File: config.mk
export PLATFORM = sky130hd
export DESIGN_NAME = lpsot_monitor
export DESIGN_NICKNAME = d
export VERILOG_FILES = /design/src/rtl/lpsot_pkg.sv /design/src/rtl/lpsot_decode.sv /design/src/rtl/lpsot_fsm.sv /design/src/rtl/lpsot_stats.sv /design/src/rtl/lpsot_monitor.sv
export SDC_FILE = /design/constraint.sdc
export NUM_CORES = 1
export LEC_CHECK = 0
export CAP_MARGIN = 20
export CORE_AREA = 5 5 100 102
export CTS_CLUSTER_SIZE = 30
export DETAILED_ROUTE_END_ITERATION = 12
export DIE_AREA = 0 0 105 107
export HOLD_SLACK_MARGIN = 0.06
export PLACE_DENSITY = 0.79
export SLEW_MARGIN = 30
export SYNTH_ARGS = -nofsm -noshare
export SYNTH_HDL_FRONTEND = slang
export SYNTH_SLANG_ARGS = --single-unit
File: constraint.sdc
create_clock -name clk -period 2.48 [get_ports clk]
set_input_delay 0.496 -clock clk [delete_from_list [all_inputs] [get_ports clk]]
set_output_delay 0.496 -clock clk [all_outputs]
set_load 0.01 [all_outputs]
File: src/rtl/lpsot_pkg.sv
package lpsot_pkg;

    // Encoding is {lp_p, lp_n}
    typedef enum logic [1:0] {
        LS_BRIDGE00 = 2'b00,
        LS_REQ01    = 2'b01,
        LS_ESC10    = 2'b10,
        LS_STOP11   = 2'b11
    } lp_state_e;

    typedef enum logic [1:0] {
        ST_UNARMED,
        ST_ARMED,
        ST_REQ,
        ST_BRIDGE
    } mon_state_e;

    typedef struct packed {
        logic fin;      // entry finished with a verdict
        logic order_ok; // full stop-request-bridge-hs order observed
        logic incmp;    // entry cut by window end
    } step_ev_t;

    function automatic logic is_low_state(lp_state_e s);
        return (s == LS_REQ01) || (s == LS_BRIDGE00);
    endfunction

endpackage

File: src/rtl/lpsot_decode.sv
module lpsot_decode
    import lpsot_pkg::*;
(
    input  logic      lp_p,
    input  logic      lp_n,
    output lp_state_e lane
);
    assign lane = lp_state_e'({lp_p, lp_n});
endmodule

File: src/rtl/lpsot_fsm.sv
module lpsot_fsm
    import lpsot_pkg::*;
#(
    parameter int LW = 8
) (
    input  logic          clk,
    input  logic          rst,
    input  lp_state_e     lane,
    input  logic          hs_active,
    input  logic          win_end,
    input  logic          lane_mask,
    input  logic [LW-1:0] min_plat,
    input  logic [LW-1:0] min_exit,
    output logic [LW-1:0] plat_len,
    output logic [LW-1:0] exit_len,
    output logic          res_valid,
    output logic          res_pass,
    output logic          exit_short,
    output logic          flicker,
    output logic          incmp_pulse
);
    localparam logic [LW-1:0] LMAX = '1;
    localparam logic [LW-1:0] ONE  = 1;

    mon_state_e    state_q, state_d;
    logic [LW-1:0] plat_q, plat_d, exit_q, exit_d;
    step_ev_t      ev;

    function automatic logic [LW-1:0] bump(logic [LW-1:0] v);
        return (v == LMAX) ? v : v + ONE;
    endfunction

    always_comb begin
        state_d = state_q;
        plat_d  = plat_q;
        exit_d  = exit_q;
        ev      = '0;
        if (lane_mask) begin
            state_d = ST_UNARMED;
        end else begin
            case (state_q)
                ST_UNARMED: begin
                    if (!hs_active && lane == LS_STOP11) state_d = ST_ARMED;
                end
                ST_ARMED: begin
                    if (win_end) begin
                        ev.incmp = 1'b1;
                        state_d  = ST_UNARMED;
                    end else if (hs_active) begin
                        ev.fin  = 1'b1;
                        state_d = ST_UNARMED;
                    end else begin
                        case (lane)
                            LS_REQ01: begin
                                state_d = ST_REQ;
                                plat_d  = ONE;
                            end
                            LS_BRIDGE00: begin
                                ev.fin  = 1'b1;
                                state_d = ST_UNARMED;
                            end
                            LS_ESC10: state_d = ST_UNARMED;
                            default:  state_d = ST_ARMED;
                        endcase
                    end
                end
                ST_REQ: begin
                    if (win_end) begin
                        ev.incmp = 1'b1;
                        state_d  = ST_UNARMED;
                    end else if (hs_active) begin
                        ev.fin  = 1'b1;
                        state_d = ST_UNARMED;
                    end else begin
                        case (lane)
                            LS_REQ01: plat_d = bump(plat_q);
                            LS_BRIDGE00: begin
                                state_d = ST_BRIDGE;
                                plat_d  = bump(plat_q);
                                exit_d  = ONE;
                            end
                            LS_STOP11: state_d = ST_ARMED;
                            default:   state_d = ST_UNARMED;
                        endcase
                    end
                end
                default: begin
                    if (win_end) begin
                        ev.incmp = 1'b1;
                        state_d  = ST_UNARMED;
                    end else if (hs_active) begin
                        ev.fin      = 1'b1;
                        ev.order_ok = 1'b1;
                        state_d     = ST_UNARMED;
                    end else begin
                        case (lane)
                            LS_BRIDGE00: begin
                                plat_d = bump(plat_q);
                                exit_d = bump(exit_q);
                            end
                            LS_STOP11: state_d = ST_ARMED;
                            default:   state_d = ST_UNARMED;
                        endcase
                    end
                end
            endcase
        end
        if (!is_low_state(lane_state_for(state_d))) begin
            plat_d = '0;
            exit_d = '0;
        end
    end

    // Maps a monitor state to whether its length registers are live
    function automatic lp_state_e lane_state_for(mon_state_e s);
        return (s == ST_REQ || s == ST_BRIDGE) ? LS_REQ01 : LS_STOP11;
    endfunction

    always_ff @(posedge clk) begin
        if (rst) begin
            state_q     <= ST_UNARMED;
            plat_q      <= '0;
            exit_q      <= '0;
            plat_len    <= '0;
            exit_len    <= '0;
            res_valid   <= 1'b0;
            res_pass    <= 1'b0;
            exit_short  <= 1'b0;
            flicker     <= 1'b0;
            incmp_pulse <= 1'b0;
        end else begin
            state_q     <= state_d;
            plat_q      <= plat_d;
            exit_q      <= exit_d;
            res_valid   <= ev.fin;
            flicker     <= ev.fin && (plat_q < min_plat);
            incmp_pulse <= ev.incmp;
            if (ev.fin) begin
                plat_len   <= plat_q;
                exit_len   <= exit_q;
                res_pass   <= ev.order_ok && (plat_q >= min_plat);
                exit_short <= exit_q < min_exit;
            end
        end
    end


    armed_first_chk: assert property (@(posedge clk) disable iff (rst)
        res_valid |-> ($past(state_q) != ST_UNARMED));


    mask_quiet_chk: assert property (@(posedge clk) disable iff (rst)
        $past(lane_mask) |-> (!res_valid && !incmp_pulse));


    flicker_short_chk: assert property (@(posedge clk) disable iff (rst)
        flicker |-> (res_valid && !res_pass && plat_len < $past(min_plat)));


    pass_len_chk: assert property (@(posedge clk) disable iff (rst)
        (res_valid && res_pass) |-> (plat_len >= $past(min_plat) && exit_len != '0
                                     && plat_len > exit_len));


    exit_within_chk: assert property (@(posedge clk) disable iff (rst)
        res_valid |-> (exit_len <= plat_len));


    incmp_excl_chk: assert property (@(posedge clk) disable iff (rst)
        !(incmp_pulse && res_valid));

endmodule

File: src/rtl/lpsot_stats.sv
module lpsot_stats #(
    parameter int NW = 16,
    parameter int NC = 3
) (
    input  logic                 clk,
    input  logic                 rst,
    input  logic                 clr,
    input  logic [NC-1:0]        hit,
    output logic [NC-1:0][NW-1:0] cnt
);
    localparam logic [NW-1:0] CMAX = '1;
    localparam logic [NW-1:0] ONE  = 1;

    always_ff @(posedge clk) begin
        for (int i = 0; i < NC; i++) begin
            if (rst || clr)
                cnt[i] <= '0;
            else if (hit[i] && cnt[i] != CMAX)
                cnt[i] <= cnt[i] + ONE;
        end
    end

    for (genvar g = 0; g < NC; g++) begin : g_chk

        no_decrease_chk: assert property (@(posedge clk) disable iff (rst)
            !clr |=> (cnt[g] >= $past(cnt[g])));

        clear_zero_chk: assert property (@(posedge clk) disable iff (rst)
            clr |=> (cnt[g] == '0));

        step_one_chk: assert property (@(posedge clk) disable iff (rst)
            (!clr && !hit[g]) |=> $stable(cnt[g]));
    end

endmodule

File: src/rtl/lpsot_monitor.sv
module lpsot_monitor
    import lpsot_pkg::*;
#(
    parameter int LW = 8,
    parameter int NW = 16
) (
    input  logic          clk,
    input  logic          rst,
    input  logic          clr,
    input  logic          lp_p,
    input  logic          lp_n,
    input  logic          hs_active,
    input  logic          win_end,
    input  logic          lane_mask,
    input  logic [LW-1:0] min_plat,
    input  logic [LW-1:0] min_exit,
    output logic [LW-1:0] plat_len,
    output logic [LW-1:0] exit_len,
    output logic          res_valid,
    output logic          res_pass,
    output logic          exit_short,
    output logic          flicker,
    output logic [NW-1:0] pass_cnt,
    output logic [NW-1:0] fail_cnt,
    output logic [NW-1:0] inc_cnt
);
    localparam int NCNT = 3;

    lp_state_e             lane;
    logic                  incmp_pulse;
    logic [NCNT-1:0]       hits;
    logic [NCNT-1:0][NW-1:0] cnts;

    lpsot_decode dec_i (
        .lp_p (lp_p),
        .lp_n (lp_n),
        .lane (lane)
    );

    lpsot_fsm #(.LW(LW)) fsm_i (
        .clk         (clk),
        .rst         (rst),
        .lane        (lane),
        .hs_active   (hs_active),
        .win_end     (win_end),
        .lane_mask   (lane_mask),
        .min_plat    (min_plat),
        .min_exit    (min_exit),
        .plat_len    (plat_len),
        .exit_len    (exit_len),
        .res_valid   (res_valid),
        .res_pass    (res_pass),
        .exit_short  (exit_short),
        .flicker     (flicker),
        .incmp_pulse (incmp_pulse)
    );

    assign hits = {incmp_pulse, res_valid && !res_pass, res_valid && res_pass};

    lpsot_stats #(.NW(NW), .NC(NCNT)) stats_i (
        .clk (clk),
        .rst (rst),
        .clr (clr),
        .hit (hits),
        .cnt (cnts)
    );

    assign pass_cnt = cnts[0];
    assign fail_cnt = cnts[1];
    assign inc_cnt  = cnts[2];

endmodule

==> summary.txt, run 1 <==
=================================================================================================
Result of the run                                                                    complete, no violations
Max-cap violations                                                                              0
Most frequent standard cell in the layout excluding fill and tap cells               sky130_fd_sc_hd__clkdlybuf4s50_1
Startpoint class of the critical path                                                   input pin
Wire length of the first global-routing pass                                             17900 um
Worst relative slew slack                                                                   50.5%
Post-synthesis instance area                                                           4570 sq um
Gate count of the mapped netlist                                                              524
Footprint of the flip-flops and latches                                                1740 sq um
Area of placed instances                                                               5590 sq um
FMAX                                                                                    0.471 GHz
Worst voltage drop across the vdd grid                                                   0.298 mV
Effective utilization at floorplan                                                          50.6%
TritonCTS clock tree                                                                        built
Net count, final                                                                              665
Standby leakage power                                                                  0.00194 uW
Number of design rule violations left after detail routing                                      0
Count of endpoints failing hold in the final timing report                                      0
Slowest stage delay, CP                                                                   0.49 ns
Total non-filler cell area in the finished layout                                      5770 sq um
Worst hold margin                                                                        0.498 ns
Synth-to-layout area growth                                                                 26.4%
Number of failing setup endpoints in the final timing report                                    0
Number of diodes added for antenna fixing                                                       0
Total detailed-routing wirelength                                                        10500 um
Post-detailed-placement half-perimeter wirelength                                         7940 um
Final-layout fill cell count                                                                  775
Clock-pin slew on the worst setup and hold paths                                          0.08 ns
Req. time, crit path                                                                      2.76 ns
Number of enable flip-flop cells after synthesis                                                0
Vias/cell                                                                                    5.47
Post-CTS setup repair buffer count                                                              0
H-tree lvl count                                                                                3
Num ports                                                                                      92
Maximum buffer depth of the clock tree                                                          2
Total power density per cell area                                                     423 nW/um^2
Fraction of the yosys area taken by sequential cells                                        38.1%
Critical path endpoint category                                                              flop
Delay-heaviest family, CP                                                            simple AND/OR/NAND/NOR gates
Fraction of final layout cells sized beyond drive strength 1                                6.45%
Post-CTS Resized                                                                                0
Global Route Usage Sum                                                                      18.6%
Average detailed-routed wire length per instance                                          14.3 um
Number of global-route vias before repair                                                    4006
Source-to-sink clock delay at the later pin of the worst-skew pair                        0.34 ns
Count of TritonRoute iterations in the first routing pass                                       4
Data arrival time at the worst-slack endpoint                                             2.40 ns
Total of warnings raised by yosys                                                               0
Final clock period utilization by the worst path                                            85.6%
Last weighted congestion value of the routability-driven placer                             0.883
Critical path, cell by cell                                                          clkdlybuf4s50_1, inv_1, ha_1, a21o_1, a211oi_1, nor2_1, or4b_1, a21oi_1
Cell at the slowest stage of the critical path                                       sky130_fd_sc_hd__or4b_1
Number of distinct library cell variants in the gate-level netlist after synthesis             58
Pins over their slew limit                                                                      0
Core ar.                                                                               9020 sq um
Syn_area_per_cell                                                                      8.71 sq um
Number of rows created at floorplan                                                            35
Count of buffer and inverter cells on the critical path                                         2
Type of the worst setup path                                                               in2reg
Primary flip-flop cell chosen by synthesis mapping                                   sky130_fd_sc_hd__dfxtp_1
Residual overflow from global routing                                                           0
Die width                                                                                  105 um
Min Tclk post-route                                                                       2.12 ns
Die span in y                                                                              107 um
Via count                                                                                    3995
Quantity of I/O buffers inserted on ports                                                      91
RSZ-0062 raised after global routing                                                        false
Sum of negative setup slack                                                                  0 ns
Die ar.                                                                               11200 sq um
Number of buffers created by CTS                                                                9
Sinks on the clock net                                                                         87
#FFs+latches synth                                                                             87
Post-DRT Antenna Nets                                                                           0
Async SR Flop Fraction                                                                         0%
Iter 0 DRT Violations                                                                          94
Worst hold-check path type                                                                reg2reg
Commonest cells after routing, fill and taps aside                                   91 x sky130_fd_sc_hd__clkdlybuf4s50_1, 87 x sky130_fd_sc_hd__dfxtp_1, 83 x sky130_fd_sc_hd__nor2_1, 43 x sky130_fd_sc_hd__xnor2_1, 34 x sky130_fd_sc_hd__nand2_1
Maximum number of pins on one net before global-route repair                                   49
Footprint of the multi-input gates                                                     2660 sq um
Maximum fanout count along the critical path                                                    2
Root cell of the clock tree                                                          sky130_fd_sc_hd__clkbuf_8
Post-CTS Hold Buffers                                                                           0
Max Clock Skew                                                                         0.00868 ns
Worst-Margin Slew                                                                        0.737 ns
Net count after synthesis                                                                     572
Number of antenna violations at the first check in global routing                               0
=================================================================================================
routing by layer:
metal / track usage, % / part of all wire [%] / up-vias
met1: 23.3 / 45 / 1862
met5: 0 / 0 / -
met3: 3.79 / 4.6 / 13
met4: 4.38 / 1.1 / 0
li1: - / - / 2021
met2: 32.8 / 49 / 99
final timing paths:
kind                              endpoint  slack, ns  cells past startpoint                         start
max          fsm_i.exit_short$_SDFFE_PP0P_       0.36                      8                   min_exit[4]
min           stats_i.cnt[41]$_SDFFE_PP0P_       0.50                      2  stats_i.cnt[41]$_SDFFE_PP0P_
max reg2reg    stats_i.cnt[9]$_SDFFE_PP0P_       0.46                      6   stats_i.cnt[0]$_SDFFE_PP0P_
min reg2reg   stats_i.cnt[41]$_SDFFE_PP0P_       0.50                      2  stats_i.cnt[41]$_SDFFE_PP0P_
report_power, final:
| group | switching (uW) | internal (uW) | leakage (uW) |
|---|---|---|---|
| sequential | 1.25 | 1400 | 0.000700 |
| clock | 479 | 454 | 0.0000920 |
| combinational | 53.4 | 55.5 | 0.00115 |
| total | 534 | 1910 | 0.00194 |
kinds of logic after synthesis:
family / after synthesis / share of synthesized area, %
XOR/XNOR: 49 / 9.40
buffers and inverters: 41 / 3.86
adder cells (fa/ha/maj): 24 / 6.58
AO/OA/AOI/OAI: 64 / 9.40
multiplexers: 21 / 4.60
AND/OR/NAND/NOR: 238 / 28.0
flip-flops: 87 / 38.1
stage by stage:
step | setup WS [ns] | power [uW] | utilization, % | std cells
2_1_floorplan | 0.561 | 1480 | - | 524
3_3_place_gp | 0.0492 | 1530 | 62.0 | 717
3_5_place_dp | 0.0138 | 1540 | 62.0 | 717
4_1_cts | 0.368 | 2460 | 63.9 | 731
5_1_grt | 0.213 | 2540 | 64.0 | 731
6_report | 0.357 | 2440 | 64.0 | 731
worst reg2reg max path, cell delays in order, from the launching register on:
cell and delay, ns:
sky130_fd_sc_hd__dfxtp_1 0.42, sky130_fd_sc_hd__ha_1 0.24, sky130_fd_sc_hd__nand4_1 0.15, sky130_fd_sc_hd__nor4_2 0.59
sky130_fd_sc_hd__a2111oi_0 0.26, sky130_fd_sc_hd__xnor2_1 0.18, sky130_fd_sc_hd__nor2_1 0.06
final cells by class:
class                   count  area share, %
clock buffers              10           2.21
clock inverters             4          0.846
inverters                  25           1.63
multi-input cells         396           46.0
flip-flops and latches     87           30.2
well taps                 111           2.41
repair buffers             98           16.7
synthesized netlist by cell type (all sizes together), types with 3 or more instances:
master | n | area (sq um)
a211oi | 5 | 37.5
a21boi | 3 | 26.3
a21oi | 27 | 135
and2 | 3 | 18.8
and3 | 3 | 18.8
and4 | 3 | 26.3
buf | 7 | 48.8
clkbuf | 9 | 33.8
dfxtp | 87 | 1740
ha | 24 | 300
inv | 25 | 93.8
mux2i | 21 | 210
nand2 | 34 | 128
nand2b | 7 | 43.8
nand3 | 18 | 95.1
nand4 | 19 | 146
nor2 | 83 | 312
nor2b | 4 | 25.0
nor3 | 25 | 130
nor3b | 4 | 30.0
nor4 | 15 | 128
nor4b | 6 | 73.8
o21ai | 10 | 50.1
o41ai | 3 | 45.1
or2 | 5 | 31.3
or3 | 4 | 30.0
xnor2 | 43 | 377
xor2 | 6 | 52.6
registers in the layout, indices dropped and copies added, names as in the netlist:
| name | flops |
|---|---|
| fsm_i.res_pass | 1 |
| fsm_i.plat_len | 8 |
| fsm_i.plat_q | 8 |
| fsm_i.state_q | 2 |
| fsm_i.res_valid | 1 |
| fsm_i.incmp_pulse | 1 |
| fsm_i.exit_short | 1 |
| fsm_i.flicker | 1 |
| fsm_i.exit_len | 8 |
| stats_i.cnt | 48 |
| fsm_i.exit_q | 8 |
Power figures use the tool's default switching activity.
==> inputs of run 2 (changes only) <==
--- a/config.mk
+++ b/config.mk
@@ -12,6 +12,7 @@
 export DIE_AREA = 0 0 105 107
 export HOLD_SLACK_MARGIN = 0.06
 export PLACE_DENSITY = 0.79
+export REMOVE_ABC_BUFFERS = 1
 export SLEW_MARGIN = 30
 export SYNTH_ARGS = -nofsm -noshare
 export SYNTH_HDL_FRONTEND = slang
==> summary.txt, run 2 (same netlist as run 1, synthesis figures left out) <==
=====================================================================================
Startpoint class of the critical path                                       input pin
Net count, final                                                                  665
Max-cap violations                                                                  0
Met2 layer usage reported by global route                                       32.7%
Iter 0 DRT Violations                                                             109
Count of endpoints failing hold in the final timing report                          0
Maximum fanout count along the critical path                                        8
Standby leakage power                                                      0.00196 uW
Largest reg by FF count                                                   stats_i.cnt
Maximum buffer depth of the clock tree                                              2
Vias/cell                                                                        5.59
Critical path, cell by cell                                              clkdlybuf4s50_1, inv_1, ha_1, and2_1, o221ai_2, nor4b_1, xnor2_1, nor2_1
Pins over their slew limit                                                          0
Global-route track usage on met3                                                4.09%
Final clock period utilization by the worst path                                88.4%
Sinks on the clock net                                                             87
Number of buffers created by CTS                                                    9
Post-CTS Hold Buffers                                                               0
Most frequent standard cell in the layout excluding fill and tap cells   sky130_fd_sc_hd__clkdlybuf4s50_1
Slowest stage delay, CP                                                       0.45 ns
Worst hold-check path type                                                    reg2reg
Num ports                                                                          92
Post-CTS setup repair buffer count                                                  0
Die width                                                                      105 um
Post-DRT Antenna Nets                                                               0
Quantity of I/O buffers inserted on ports                                          91
Commonest cells after routing, fill and taps aside                       91 x sky130_fd_sc_hd__clkdlybuf4s50_1, 87 x sky130_fd_sc_hd__dfxtp_1, 83 x sky130_fd_sc_hd__nor2_1, 43 x sky130_fd_sc_hd__xnor2_1, 34 x sky130_fd_sc_hd__nand2_1
Total power                                                                   2640 uW
Worst relative slew slack                                                       40.2%
Final Instance Count excl. Fillers                                                733
Wire length of the first global-routing pass                                 17800 um
Critical path endpoint category                                                  flop
Average detailed-routed wire length per instance                              14.4 um
Type of the worst setup path                                                   in2reg
Last weighted congestion value of the routability-driven placer                 0.905
Min Tclk post-route                                                           2.19 ns
FMAX                                                                        0.456 GHz
H-tree lvl count                                                                    3
Fraction of final layout cells sized beyond drive strength 1                    6.91%
Fraction of met1 tracks used by global routing                                  22.5%
Synth-to-layout area growth                                                     27.5%
Cell at the slowest stage of the critical path                           sky130_fd_sc_hd__clkdlybuf4s50_1
Number of global-route vias before repair                                        3906
Maximum number of pins on one net before global-route repair                       49
Count of buffer and inverter cells on the critical path                             2
Number of placed instances, taps included                                         717
Number of design rule violations left after detail routing                          0
Data arrival time at the worst-slack endpoint                                 2.44 ns
Count of TritonRoute iterations in the first routing pass                           5
Worst voltage drop across the vdd grid                                       0.291 mV
Final-layout fill cell count                                                      760
Die ar.                                                                   11200 sq um
Number of failing setup endpoints in the final timing report                        0
Final core area utilization                                                     64.5%
Effective utilization at floorplan                                              50.6%
Max Clock Skew                                                             0.00916 ns
Req. time, crit path                                                          2.73 ns
Post-CTS Resized                                                                    0
Via count                                                                        4094
Global Route Usage Sum                                                          18.7%
Root cell of the clock tree                                              sky130_fd_sc_hd__clkbuf_8
Number of antenna violations at the first check in global routing                   0
Clock-pin slew on the worst setup and hold paths                              0.08 ns
Number of flip-flops under the largest register name                               48
Source-to-sink clock delay at the later pin of the worst-skew pair            0.36 ns
Core ar.                                                                   9020 sq um
Sum of negative setup slack                                                      0 ns
Die span in y                                                                  107 um
Number of diodes added for antenna fixing                                           0
Post-detailed-placement half-perimeter wirelength                             7760 um
Residual overflow from global routing                                               0
Number of rows created at floorplan                                                35
Delay-heaviest family, CP                                                simple AND/OR/NAND/NOR gates
RSZ-0062 raised after global routing                                            false
Worst-Margin Slew                                                            0.897 ns
Total detailed-routing wirelength                                            10600 um
Total power density per cell area                                         454 nW/um^2
Most utilized layer in the global route result                                   met2
TritonCTS clock tree                                                            built
Result of the run                                                        complete, no violations
=====================================================================================
run 2: power breakdown:
part | internal, uW | switching [uW]
logic | 54.7 | 52.2
clock network | 621 | 517
registers | 1400 | 1.30
run 2: routing by layer:
metal,vias to the layer above,wire length (um)
met4,0,167
met3,18,625
li1,2033,-
met5,-,0
met2,125,5160
met1,1918,4640
run 2: worst register-to-register path, delay by kind of cell, from the launching register on:
| family | cells | cell delay (ns) |
|---|---|---|
| and+or+nand+nor | 4 | 1.01 |
| DFF | 1 | 0.44 |
| xor gates and xnor gates | 1 | 0.25 |
| adders and majority gates | 1 | 0.20 |
run 2: path summary, 6_finish.rpt:
check / start / to / slack, ns / depth (start not counted)
worst max-delay path: lp_p / fsm_i.plat_q[4]$_SDFFE_PP0P_ / 0.29 / 8
worst min-delay path: fsm_i.exit_len[0]$_SDFFE_PP0P_ / fsm_i.exit_len[0]$_SDFFE_PP0P_ / 0.50 / 2
worst max register to register: fsm_i.plat_q[0]$_SDFFE_PP0P_ / fsm_i.plat_q[4]$_SDFFE_PP0P_ / 0.46 / 6
worst min register to register: fsm_i.exit_len[0]$_SDFFE_PP0P_ / fsm_i.exit_len[0]$_SDFFE_PP0P_ / 0.50 / 2
run 2: layout make-up:
type	count	area (sq um)	area share [%]
timing repair buffer	98	963	16.5
tap	111	139	2.39
inverter	25	93.8	1.61
clock buffer	11	151	2.60
clock inverter	5	80.1	1.38
multi-input combinational	396	2650	45.6
sequential	87	1740	29.9
run 2: through the flow:
stage	area (sq um)	setup WS (ns)	hold slack (ns)
2_1_floorplan	4480	-1.53	0.489
3_3_place_gp	5590	0.00524	0.478
3_5_place_dp	5590	-0.0479	0.479
4_1_cts	5820	0.323	0.499
5_1_grt	5820	0.172	0.529
6_report	5820	0.288	0.497
